## src/rtl/alu_cascade_pkg.sv

```systemverilog
package alu_cascade_pkg;
   localparam logic [3:0] SEL_ADD = 4'b1001;
   localparam logic [3:0] SEL_SUB = 4'b0110;

   typedef enum logic {
      MODE_ARITH = 1'b0,
      MODE_LOGIC = 1'b1
   } alu_mode_e;
endpackage

```

## src/rtl/alu_term_former.sv

```systemverilog
module alu_term_former #(
   parameter int W = 4
) (
   input  logic [W-1:0] a,
   input  logic [W-1:0] b,
   input  logic [3:0]   sel,
   output logic [W-1:0] u,
   output logic [W-1:0] v
);
   for (genvar i = 0; i < W; i++) begin : g_bit
      always_comb begin
         u[i] = a[i] | (b[i] & sel[0]) | (~b[i] & sel[1]);
         v[i] = (a[i] & ~b[i] & sel[2]) | (a[i] & b[i] & sel[3]);
      end
   end
endmodule

```

## src/rtl/alu_lookahead.sv

```systemverilog
module alu_lookahead #(
   parameter int W = 4
) (
   input  logic [W-1:0] g,
   input  logic [W-1:0] p,
   input  logic         c0,
   output logic [W:0]   carry,
   output logic         grp_gen,
   output logic         grp_prop
);
   always_comb begin
      logic run;
      logic acc;
      for (int i = 0; i <= W; i++) begin
         acc = 1'b0;
         for (int j = 0; j < i; j++) begin
            run = g[j];
            for (int k = j + 1; k < i; k++) run = run & p[k];
            acc = acc | run;
         end
         run = c0;
         for (int k = 0; k < i; k++) run = run & p[k];
         carry[i] = acc | run;
      end
      acc = 1'b0;
      for (int j = 0; j < W; j++) begin
         run = g[j];
         for (int k = j + 1; k < W; k++) run = run & p[k];
         acc = acc | run;
      end
      grp_gen  = acc;
      grp_prop = &p;
   end
endmodule

```

## src/rtl/alu_slice.sv

```systemverilog
module alu_slice #(
   parameter int W = 4
) (
   input  logic [W-1:0] a,
   input  logic [W-1:0] b,
   input  logic [3:0]   sel,
   input  logic         mode,
   input  logic         cin_n,
   output logic [W-1:0] f,
   output logic         cout_n,
   output logic         gen,
   output logic         prop
);
   import alu_cascade_pkg::*;

   logic [W-1:0] u, v;
   logic [W:0]   carry;

   alu_term_former #(.W(W)) u_terms (
      .a(a), .b(b), .sel(sel), .u(u), .v(v)
   );

   alu_lookahead #(.W(W)) u_cla (
      .g(v), .p(u), .c0(~cin_n),
      .carry(carry), .grp_gen(gen), .grp_prop(prop)
   );

   always_comb begin
      if (alu_mode_e'(mode) == MODE_LOGIC) f = ~(u ^ v);
      else                                 f = u ^ v ^ carry[W-1:0];
      cout_n = ~carry[W];
   end
endmodule

```

## src/rtl/alu_cascade.sv

```systemverilog
module alu_cascade #(
   parameter int SLICE_W = 4,
   parameter int NSLICE  = 2
) (
   input  logic [SLICE_W*NSLICE-1:0] a,
   input  logic [SLICE_W*NSLICE-1:0] b,
   input  logic [3:0]                sel,
   input  logic                      mode,
   input  logic                      cin_n,
   output logic [SLICE_W*NSLICE-1:0] f,
   output logic                      cout_n,
   output logic                      eq,
   output logic                      grp_gen,
   output logic                      grp_prop
);
   localparam int W = SLICE_W * NSLICE;

   if (SLICE_W < 1) begin : g_bad_w
      $error("SLICE_W must be at least 1");
   end
   if (NSLICE < 1) begin : g_bad_n
      $error("NSLICE must be at least 1");
   end

   logic [NSLICE:0]   cn;
   logic [NSLICE-1:0] s_gen, s_prop;

   assign cn[0] = cin_n;

   for (genvar k = 0; k < NSLICE; k++) begin : g_slice
      alu_slice #(.W(SLICE_W)) u_slice (
         .a     (a[k*SLICE_W +: SLICE_W]),
         .b     (b[k*SLICE_W +: SLICE_W]),
         .sel   (sel),
         .mode  (mode),
         .cin_n (cn[k]),
         .f     (f[k*SLICE_W +: SLICE_W]),
         .cout_n(cn[k+1]),
         .gen   (s_gen[k]),
         .prop  (s_prop[k])
      );
   end

   always_comb begin
      logic gacc;
      gacc = 1'b0;
      for (int k = 0; k < NSLICE; k++) gacc = s_gen[k] | (s_prop[k] & gacc);
      grp_gen  = gacc;
      grp_prop = &s_prop;
      cout_n   = cn[NSLICE];
      eq       = &f;
   end
endmodule

```

## config.mk

```make
export PLATFORM = sky130hd
export DESIGN_NAME = alu_cascade
export DESIGN_NICKNAME = d
export VERILOG_FILES = /design/src/rtl/alu_cascade_pkg.sv /design/src/rtl/alu_term_former.sv /design/src/rtl/alu_lookahead.sv /design/src/rtl/alu_slice.sv /design/src/rtl/alu_cascade.sv
export SDC_FILE = /design/constraint.sdc
export NUM_CORES = 1
export LEC_CHECK = 0
export ABC_AREA = 1
export BUFFER_PORTS_ARGS = -buffer_cell sky130_fd_sc_hd__buf_2
export CAP_MARGIN = 40
export CORE_MARGIN = 2
export CORE_UTILIZATION = 55
export DETAILED_ROUTE_END_ITERATION = 6
export PLACE_DENSITY = 0.91
export REMOVE_ABC_BUFFERS = 1
export SLEW_MARGIN = 30
export SYNTH_ARGS = -nofsm -noshare
export SYNTH_HDL_FRONTEND = slang
export SYNTH_SLANG_ARGS = --single-unit
```

## constraint.sdc

```tcl
create_clock -name vclk -period 2.8
set_clock_uncertainty 0.05 [all_clocks]
set_input_delay 0.14 -clock vclk [all_inputs]
set_output_delay 0.14 -clock vclk [all_outputs]
set_load 0.05 [all_outputs]
```

Yosys cells after proc, flatten, opt, wreduce, memory -nomap -nowiden

Index checks and enable logic that the tools add are counted.

Logic and storage cells: 135
Register bits after elaboration: 0
Input port bits: 22

Bitwise operators: 130
Mux-type cells: 2
Reductions and logical operators: 3

Operators by type and width:

| kind                | number |
|---|---|
| AND 1 bit           | 69 |
| bitwise OR 1 bit    | 45 |
| AND reduction 8 bit | 2 |
| XOR 4 bit           | 4 |
| NOT 1 bit           | 10 |
| two-way mux 4 bit   | 2 |
| NOT 4 bit           | 2 |
| AND reduction 4 bit | 1 |

Longest topological paths before layout

Gate-level depths: netlist (run 1).

Word-level depth: 18
Depth in mapped cells: 13

Hierarchy

A second synthesis (run 1) with hierarchy kept.

Cells, all modules: 224
Area, all modules: 937.1 sq um

By module, submodules not included:

| module          | instances | cells each | area an instance (sq um) | seq. area each (sq um) |
|---|---|---|---|---|
| alu_slice       | 2         | 51         | 201.4                    | 0.0 |
| alu_term_former | 2         | 32         | 135.1                    | 0.0 |
| alu_lookahead   | 2         | 22         | 103.8                    | 0.0 |
| alu_cascade     | 1         | 14         | 56.3                     | 0.0 |

Least setup slack after synthesis (run 1)

No wires, ideal clock.

Path kind: input-to-output
Start point: in sel[0]
End point: out eq
Setup slack: 0.587 ns
Arrival: 2.023 ns
Required time: 2.610 ns
Stages on the path: 12
Path buffers: 1
Path through: buf_6 -> nand2_2 -> nand2_2 -> nor2_4 -> nor2_2 -> nor2_4 -> nand3_2 -> nand2_1 -> nand3b_1 -> nand2_1 -> nand3_1 -> nor3_2

RTL lines:

| what                          | line                  | source |
|---|---|---|
| from (decl)                   | alu_cascade.sv:7      | `input logic [3:0] sel,` |
| AND 1 bit                     | alu_term_former.sv:12 | `u[i] = a[i] \| (b[i] & sel[0]) \| (~b[i] & sel[1]);` |
| bitwise OR 1 bit (2 in a row) | alu_term_former.sv:12 |  |
| AND 1 bit (3 in a row)        | alu_lookahead.sv:18   | `for (int k = j + 1; k < i; k++) run = run & p[k];` |
| bitwise OR 1 bit (3 in a row) | alu_lookahead.sv:19   | `acc = acc \| run;` |
| bitwise OR 1 bit              | alu_lookahead.sv:23   | `carry[i] = acc \| run;` |
| AND 1 bit                     | alu_lookahead.sv:22   | `for (int k = 0; k < i; k++) run = run & p[k];` |
| bitwise OR 1 bit              | alu_lookahead.sv:23   |  |
| XOR 4 bit                     | alu_slice.sv:30       | `else f = u ^ v ^ carry[W-1:0];` |
| two-way mux 4 bit (*)         | alu_slice.sv:29       | `if (alu_mode_e'(mode) == MODE_LOGIC) f = ~(u ^ v);` |
| via f[5]                      | alu_cascade.sv:10     | `output logic [SLICE_W*NSLICE-1:0] f,` |
| AND reduction 8 bit (*)       | alu_cascade.sv:51     | `eq = &f;` |
| to (decl)                     | alu_cascade.sv:12     | `output logic eq,` |

The timed path passes the listed nets; every way through them passes the cells marked *.

Worst setup path in the final report (run 1)

Start point: in sel[3]
End point: out eq

Longest elaborated chain between the ends: 16

Ends and longest elaborated chain:

| what                          | line                  | source |
|---|---|---|
| AND 1 bit                     | alu_term_former.sv:13 | `v[i] = (a[i] & ~b[i] & sel[2]) \| (a[i] & b[i] & sel[3]);` |
| bitwise OR 1 bit              | alu_term_former.sv:13 |  |
| AND 1 bit (3 in a row)        | alu_lookahead.sv:18   |  |
| bitwise OR 1 bit (3 in a row) | alu_lookahead.sv:19   |  |
| bitwise OR 1 bit              | alu_lookahead.sv:23   |  |
| AND 1 bit (3 in a row)        | alu_lookahead.sv:22   |  |
| bitwise OR 1 bit              | alu_lookahead.sv:23   |  |
| XOR 4 bit                     | alu_slice.sv:30       |  |
| two-way mux 4 bit             | alu_slice.sv:29       |  |
| AND reduction 8 bit (*)       | alu_cascade.sv:51     |  |

Mark *: on every way between the ends. The rest lies on a longest branch, timed or not.

==> results of run 1 <==
-- logic make-up after synthesis --
kind of cell | Yosys count
simple gates | 103
buf+inv | 32
compound gates | 18
xor+xnor | 1
-- worst paths after layout --
kind	start	endpoint	slack, ns	cells past startpoint
max	sel[3]	eq	0.96	13
min	cin_n	f[0]	0.68	5
-- stage by stage --
stage                     util (%)  area (um2)
after floorplan                  -       758.2
after global placement       72.79       947.2
after detailed placement     72.79       947.2
after CTS                    72.79       947.2
after global routing         72.79       947.2
final                        72.79       947.2
-- per-layer routing --
metal  wire length [um]  track usage, %  share of wire, %  up-vias
met5                  0               0                 0        -
met4                  0               0                 0        0
met3                 67               0               3.5        0
met2                974           41.25                51       25
met1                866           33.77                45      455
li1                   -               -                 -      548
-- cell usage in the layout (no fill, tap or decap), drive strengths merged --
| master | count |
|---|---|
| nand3b | 2 |
| a31oi | 1 |
| a21oi | 6 |
| nor3 | 1 |
| buf | 34 |
| or2 | 1 |
| nand2 | 53 |
| xor2 | 1 |
| and2 | 1 |
| nor2 | 23 |
| nand3 | 20 |
| nand4 | 2 |
| o21bai | 1 |
| o21ai | 7 |
| o211ai | 3 |
| inv | 30 |
-- critical path: stages --
cell	delay, ns
buf_2	0.11
inv_1	0.18
nand2_1	0.08
nand3_1	0.13
inv_1	0.07
nor2_1	0.13
inv_1	0.06
nand3_1	0.10
nand3_1	0.08
nor2_1	0.10
nand3_1	0.09
nor3_2	0.10
buf_2	0.28
-- power groups by stage --
| stage | Sequential [uW] | Combinational (uW) | Clock (uW) |
|---|---|---|---|
| floorplan | 0 | 202 | 0 |
| global placement | 0 | 261 | 0 |
| detailed placement | 0 | 268 | 0 |
| CTS | 0 | 269 | 0 |
| global route | 0 | 295 | 0 |
| finish | 0 | 268 | 0 |
-- layout make-up --
cell class	count	area, um2	share of cell area, %
tap	15	18.77	1.982
timing repair buffer	34	170.2	17.97
multi-input combinational	122	645.6	68.16
inverter	30	112.6	11.89
==> run summary, run 1 <==
Rel. slew slack: 73.87%
IO Count: 34
Final setup viols: 0
Peak VDD IR: 0.1068 mV
outcome: complete, no violations
Initial DRT Pass Iterations: 4
top cell type's share of synthesized area: 21.32%
Compound-Gate Fraction of Synth Area: 13.09%
CP Data Arrival Time: 1.65 ns
Setup WS pre-CTS: 0.9593 ns
adder and majority gate portion of the synthesized area: 0%
Die Y: 41.53 um
number of diodes: 0
setup TNS: 0 ns
largest net degree at the start of global routing: 9
main combinational cell family by area after synthesis: simple AND/OR/NAND/NOR gates
Critical Path Fanout Max: 8
Power Total: 268.0 uW
mux contribution to synthesized area: 0%
synth cell count leaders: nand2_1, inv_1, nand3_1, nor2_1, nand2_2
Synth Area in Simple Gates: 69.14%
first-pass GRT wire length: 3498 um
vias in the first global route: 878
Final min period: 1.843 ns
max_cap viols: 0
leak pwr: 0.0005906 uW
synthesis warning total: 0
dominant cell type by area after synthesis: nand2_1
Clk pwr share: 0%
Final Hold Viols: 0
Initial DRC Count: 21
fmax: 542.6 MHz
Post-CTS Setup Bufs: 0
Clock buffer cells: 0
Net Sw Power: 192.7 uW
Slew Viols, Final: 0
Cell variety after synth: 25
switch share: 71.89%
Worst setup EP type: output pin
Seq cells: 0
I/O Buffers: 34
Comb power frac: 100.0%
wire per inst: 9.493 um
Layout Nets: 210
Tcrit/Tclk final: 65.82%
fin cells: 201
dpl hpwl: 1749 um
Post-Route Hold Slack: 0.6839 ns
Starting Density: 59.52%
initial antenna violation count: 0
RSZ-0062 raised after global routing: no
most numerous cell in the Yosys netlist: nand2_1
placed cell count: 201
routed vias/inst: 5.114
DIE AREA: 1724 um2
Power Dens Cells: 282.9 nW/um2
sequential share of power: 0%
Post-CTS Resized: 0
Setup CP Type: input pin to output pin
RePlAce Congestion: 0.8312
core box area: 1301 um2
Fillers: 130
Hold Path Class: input pin to output pin
num rows: 13
sequential share of the synthesized area: 0%
Post-Synth XOR/XNOR Area: 1.131%
via count: 1,028
FF+latch area: 0 um2
actual slew at the worst max-slew pin: 0.3879 ns
cts hold-fix bufs: 0
Critical Path RT: 2.61 ns
Area growth syn-to-layout: 22.29%
syn_area_per_cell: 5.029 um2
WL final: 1908 um
Synth Cell Area: 774.5 um2
Post-Synthesis Cells: 154
Worst Setup Start Kind: input pin
Die W: 41.53 um
Synth area leaders: nand2_1, inv_1, nand3_1
GRT overflow: 0
Global Route Usage Sum: 23.39%
antenna-violating nets left: 0
worst setup slack after layout: 0.9572 ns
internal power: 75.32 uW
share of cells above drive strength 1: 31.72%
Remaining DRCs: 0
Power figures use the tool's default switching activity.
==> inputs of run 2 (changes only) <==
--- a/config.mk
+++ b/config.mk
@@ -8,10 +8,11 @@
 export ABC_AREA = 1
 export BUFFER_PORTS_ARGS = -buffer_cell sky130_fd_sc_hd__buf_2
 export CAP_MARGIN = 40
+export CORE_ASPECT_RATIO = 1.2
 export CORE_MARGIN = 2
-export CORE_UTILIZATION = 55
+export CORE_UTILIZATION = 46
 export DETAILED_ROUTE_END_ITERATION = 6
-export PLACE_DENSITY = 0.91
+export PLACE_DENSITY = 0.81
 export REMOVE_ABC_BUFFERS = 1
 export SLEW_MARGIN = 30
 export SYNTH_ARGS = -nofsm -noshare
==> constraint.sdc (replaced) <==
create_clock -name vclk -period 1.6
set_clock_uncertainty 0.05 [all_clocks]
set_input_delay 0.08 -clock vclk [all_inputs]
set_output_delay 0.08 -clock vclk [all_outputs]
set_load 0.05 [all_outputs]
==> run 2 against run 1 <==
Effect of this change: the run now ends with negative setup slack left; wire length increased by 28%; cell area is 27% higher; largest power group unchanged; critical path depth decreased by 1; setup slack got worse by 1.0 ns; critical path type unchanged; sequential share of layout area is the same; cell count increased by 8.0%; total power increased by 120%.
==> run summary, run 2 (synthesized netlist as in run 1, its figures left out) <==
Worst Setup Start Kind: input pin
dpl hpwl: 1768 um (+1.1%)
Seq cells: 0 (unchanged)
Clock buffer cells: 0 (unchanged)
Rel. slew slack: 78.99% (+5.1 points)
Peak VDD IR: 0.2387 mV (+120%)
via count: 1,095 (+6.5%)
Global Route Usage Sum: 20.15% (-3.2 points)
Layout Nets: 223 (+6.2%)
WL final: 2446 um (+28%)
Area growth syn-to-layout: 55.57%
worst stage delay on the critical path: 0.18 ns (-0.10 ns)
Power Total: 587.7 uW (+120%)
GRT overflow: 0 (unchanged)
Critical Path RT: 1.47 ns (-1.14 ns)
FF+latch area: 0 um2 (unchanged)
Final setup viols: 1 (+1)
Initial DRT Pass Iterations: 4 (unchanged)
share of cells above drive strength 1: 48.74% (+17 points)
routed vias/inst: 5.046 (-1.3%)
largest net degree at the start of global routing: 9 (unchanged)
num rows: 16 (+3)
initial antenna violation count: 0 (unchanged)
first-pass GRT wire length: 3553 um (+1.6%)
met2 GRT Util: 40.10% (-1.1 points)
cts hold-fix bufs: 0 (unchanged)
area of the multi-input gates: 747.0 um2 (+16%)
M1 GR Usage: 24.22% (-9.5 points)
outcome: finished, violations left
crit path buf inv count: 3 (-2)
Post-Route Hold Slack: 0.5810 ns (-0.1029 ns)
Die W: 41.46 um (-0.17%)
Finished Cell Area: 1205 um2 (+27%)
Worst path most repeated cell: nor2_4
fmax: 598.2 MHz
GR peak layer: met2
Final min period: 1.672 ns
cell area after placement: 1026 um2 (+8.3%)
critical path's top delay family: simple AND/OR/NAND/NOR gates
core box area: 1602 um2 (+23%)
DIE AREA: 2029 um2 (+18%)
commonest non-fill, non-tap cell in the layout: nand2_1
Hold Path Class: input pin to output pin
max_cap viols: 0 (unchanged)
grt met3 use: 1.111% (+1.1 points)
actual slew at the worst max-slew pin: 0.3138 ns (-0.07409 ns)
worst setup slack after layout: -0.07161 ns (-1.029 ns)
leak pwr: 0.0006782 uW (+15%)
Critical Path Slowest Stage Cell: nor3_2
CP Data Arrival Time: 1.54 ns (-0.11 ns)
vias in the first global route: 930 (+5.9%)
Die Y: 48.95 um (+18%)
Critical Path Fanout Max: 6 (-2)
Starting Density: 48.36% (-11 points)
Fillers: 128 (-1.5%)
crit-path cells: buf_4, inv_6, nor2_4, nor2_4, nor2_4, nor2_4, and2_4, nand4_1, nand2_2, nand3_2, nor3_2, buf_6
violated checks: negative setup slack
number of diodes: 0 (unchanged)
Setup WS pre-CTS: -0.08086 ns (-1.040 ns)
wire per inst: 11.27 um (+19%)
Slew Viols, Final: 0 (unchanged)
I/O Buffers: 34 (unchanged)
final core occ: 75.23% (+2.4 points)
IO Count: 34 (unchanged)
Worst setup EP type: output pin
Power Dens Cells: 487.7 nW/um2 (+72%)
Tcrit/Tclk final: 104.5%
Remaining DRCs: 0 (unchanged)
Initial DRC Count: 33 (+57%)
most frequent cells in the layout: nand2_1, buf_2, inv_1
antenna-violating nets left: 0 (unchanged)
RSZ-0062 raised after global routing: yes
Final Hold Viols: 0 (unchanged)
RePlAce Congestion: 0.8368 (+0.67%)
Setup CP Type: input pin to output pin
-- run 2: changes by cell type in the layout (fill, tap and decap cells not counted), moves of 2 or more --
cell,before,now
buf_6,0,2
nor2_1,16,11
nand2_2,8,17
buf_2,34,26
buf_8,0,2
nand3_2,2,5
nand2_1,44,34
buf_4,0,16
inv_1,26,22
nor2_4,4,9
nand3_1,16,12
inv_6,0,2
-- run 2: tightest hold or removal path: stages --
cell,delay [ns]
buf_2,0.09
nand3_1,0.06
nand2_1,0.08
inv_1,0.04
buf_2,0.20
-- run 2: final timing paths --
path              depth (start not counted)    from    to  slack (ns)
setup / recovery                         12  sel[1]    eq       -0.07
hold / removal                            5   cin_n  f[0]        0.58
-- run 2: final cells by class --
| cell class | instances | share of cell area (%) |
|---|---|---|
| inverters | 30 | 10.38 |
| multi-input cells | 122 | 61.99 |
| well taps | 18 | 1.869 |
| repair buffers | 47 | 25.75 |
-- run 2: metrics by stage --
step	TNS, ns	std cells
after floorplan	-0.7323	152
after global placement	-0.04452	214
after detailed placement	-0.08086	214
after CTS	0	214
after global routing	-0.2615	217
final	-0.07161	217
-- run 2: power by group --
group,internal [uW],total (uW),switching [uW]
Sequential,0,0,0
Clock,0,0,0
Combinational,201,588,387
Total,201,588,387
-- run 2: layer usage --
layer	wire length, um	share of wire, %	vias up
met2	1395	57	25
met4	1	0.041	0
met3	83	3.4	2
met1	965	39	494
li1	-	-	574
met5	0	0	-
-- run 2: what timing repair did --
action	4_1_cts	5_1_grt
buffers inserted	0	3
gates resized for setup	5	50
setup endpoints to repair	1	5
pin swaps	1	15
==> inputs of run 3 (changes only) <==
--- a/config.mk
+++ b/config.mk
@@ -8,7 +8,7 @@
 export ABC_AREA = 1
 export BUFFER_PORTS_ARGS = -buffer_cell sky130_fd_sc_hd__buf_2
 export CAP_MARGIN = 40
-export CORE_ASPECT_RATIO = 1.2
+export CORE_ASPECT_RATIO = 0.9
 export CORE_MARGIN = 2
 export CORE_UTILIZATION = 46
 export DETAILED_ROUTE_END_ITERATION = 6
==> run 3 against run 2 <==
Effect of this change: the run still ends with negative setup slack left; first-iteration DRC count rose by 6.1%; sequential share of layout area unchanged; die area barely moved; via count is 3.1% higher; critical path depth did not move; maximum frequency increased by 0.85%; cell area shrank 0.83%; largest cell class unchanged; highest routed layer unchanged.
==> run summary, run 3 (synthesized netlist as in run 1, its figures left out) <==
Critical Path Slowest Stage Cell: nor2_4
Starting Density: 47.54% (-0.82 points)
Final min period: 1.658 ns (-0.01403 ns)
Initial DRC Count: 35 (+6.1%)
Hold Startpoint: cin_n
wire per inst: 11.28 um (about the same)
commonest non-fill, non-tap cell in the layout: nand2_1
critical path's top delay family: simple AND/OR/NAND/NOR gates
Final setup viols: 1 (unchanged)
Peak VDD IR: 0.2307 mV (-3.4%)
cts hold-fix bufs: 0 (unchanged)
RePlAce Congestion: 0.8258 (-1.3%)
largest net degree at the start of global routing: 9 (unchanged)
vias in the first global route: 900 (-3.2%)
initial antenna violation count: 0 (unchanged)
Slew Viols, Final: 0 (unchanged)
Die Y: 42.93 um (-12%)
worst stage delay on the critical path: 0.18 ns (about the same)
WL final: 2471 um (+1.0%)
number of diodes: 0 (unchanged)
outcome: finished, violations left
Rel. slew slack: 76.73% (-2.3 points)
leak pwr: 0.0006727 uW (-0.82%)
Layout Nets: 219 (-1.8%)
Global Route Usage Sum: 22.15% (+2.0 points)
Area growth syn-to-layout: 54.28%
crit path buf inv count: 2 (-1)
Critical Path RT: 1.47 ns (about the same)
share of cells above drive strength 1: 47.18% (-1.6 points)
GRT overflow: 0 (unchanged)
dpl hpwl: 1840 um (+4.1%)
Worst path most repeated cell: nor2_4
Remaining DRCs: 0 (unchanged)
DIE AREA: 2028 um2 (about the same)
core box area: 1629 um2 (+1.7%)
Final Hold Viols: 0 (unchanged)
Die W: 47.25 um (+14%)
I/O Buffers: 34 (unchanged)
first-pass GRT wire length: 3484 um (-1.9%)
IO Count: 34 (unchanged)
Critical Path Fanout Max: 8 (+2)
final core occ: 73.35% (-1.9 points)
worst hold endpoint: f[0]
Setup CP Type: input pin to output pin
actual slew at the worst max-slew pin: 0.3467 ns (+0.03297 ns)
Power Dens Cells: 485.9 nW/um2 (-0.38%)
worst setup slack after layout: -0.05759 ns (+0.01403 ns)
Hold Path Class: input pin to output pin
via count: 1,129 (+3.1%)
Seq cells: 0 (unchanged)
violated checks: negative setup slack
setup TNS: -0.05759 ns (+0.01403 ns)
Clock buffer cells: 0 (unchanged)
CP Data Arrival Time: 1.53 ns (about the same)
FF+latch area: 0 um2 (unchanged)
antenna-violating nets left: 0 (unchanged)
Post-Route Hold Slack: 0.5724 ns (-0.008635 ns)
routed vias/inst: 5.155 (+2.2%)
Worst Setup Start Kind: input pin
crit-path cells: buf_12, nand2_4, nand2_4, nor2_4, nor2_4, nor2_4, and2_4, nand4_1, nand2_1, nand3_2, nor3_2, buf_6
Worst Hold Path Cells: 5 (unchanged)
most frequent cells in the layout: nand2_1, buf_2, inv_1
RSZ-0062 raised after global routing: yes
Initial DRT Pass Iterations: 4 (unchanged)
Worst setup EP type: output pin
Tcrit/Tclk final: 103.6% (-0.88 points)
fmax: 603.3 MHz (+0.85%)
num rows: 14 (-2)
Post-CTS Setup Bufs: 0 (unchanged)
max_cap viols: 0 (unchanged)
run 3: cell count changes in the layout (fill, tap and decap cells not counted), moves of 2 or more:
cell and change:
buf_8 -2, buf_6 +2, inv_2 -2, buf_4 -6, nor2_4 -2, inv_1 +2
clkbuf_4 +2, nand2_2 -2, nand2_4 +2
run 3: worst max-delay path by stage:
stage          slack [ns]  cells past startpoint    from  to
2_1_floorplan       -0.44                     11  sel[3]  eq
3_3_place_gp        -0.05                     12  sel[1]  eq
3_5_place_dp        -0.12                     13  sel[1]  eq
4_1_cts            -0.006                     14  sel[1]  eq
5_1_grt             -0.16                     12  sel[0]  eq
6_report            -0.06                     12  sel[0]  eq
run 3: final cells by class:
cell class | count | area (um2)
Fill cell | 138 | 434.2
Inverter | 30 | 122.6
Multi-Input combinational cell | 122 | 754.5
Tap cell | 24 | 30.03
Timing Repair Buffer | 43 | 287.8
run 3: per-layer routing:
metal / vias to the layer above / GRT usage, % / part of all wire [%]
li1: 568 / - / -
met1: 515 / 27.34 / 40
met2: 40 / 41.62 / 54
met3: 6 / 0.8511 / 4.2
met4: 0 / 2.222 / 1.9
met5: - / 0 / 0
run 3: what timing repair did:
item | in CTS | in global routing
endpoints found under the setup margin | 2 | 6
pin swaps | 1 | 15
resized for setup | 9 | 47
hold endpoints to repair | 0 | 0
run 3: where the power goes:
group          total (uW)  switching [uW]  internal (uW)
logic                 581             386            195
registers               0               0              0
clock network           0               0              0
run 3: per-stage QoR:
| stage | area (um2) | setup WS, ns | power [uW] | cells |
|---|---|---|---|---|
| floorplan | 758.2 | -0.4425 | 353.5 | 152 |
| global placement | 1026 | -0.05138 | 487.4 | 219 |
| detailed placement | 1026 | -0.1246 | 501.3 | 219 |
| CTS | 1054 | -0.006179 | 510.5 | 219 |
| global route | 1195 | -0.1588 | 627.3 | 219 |
| finish | 1195 | -0.05759 | 580.6 | 219 |
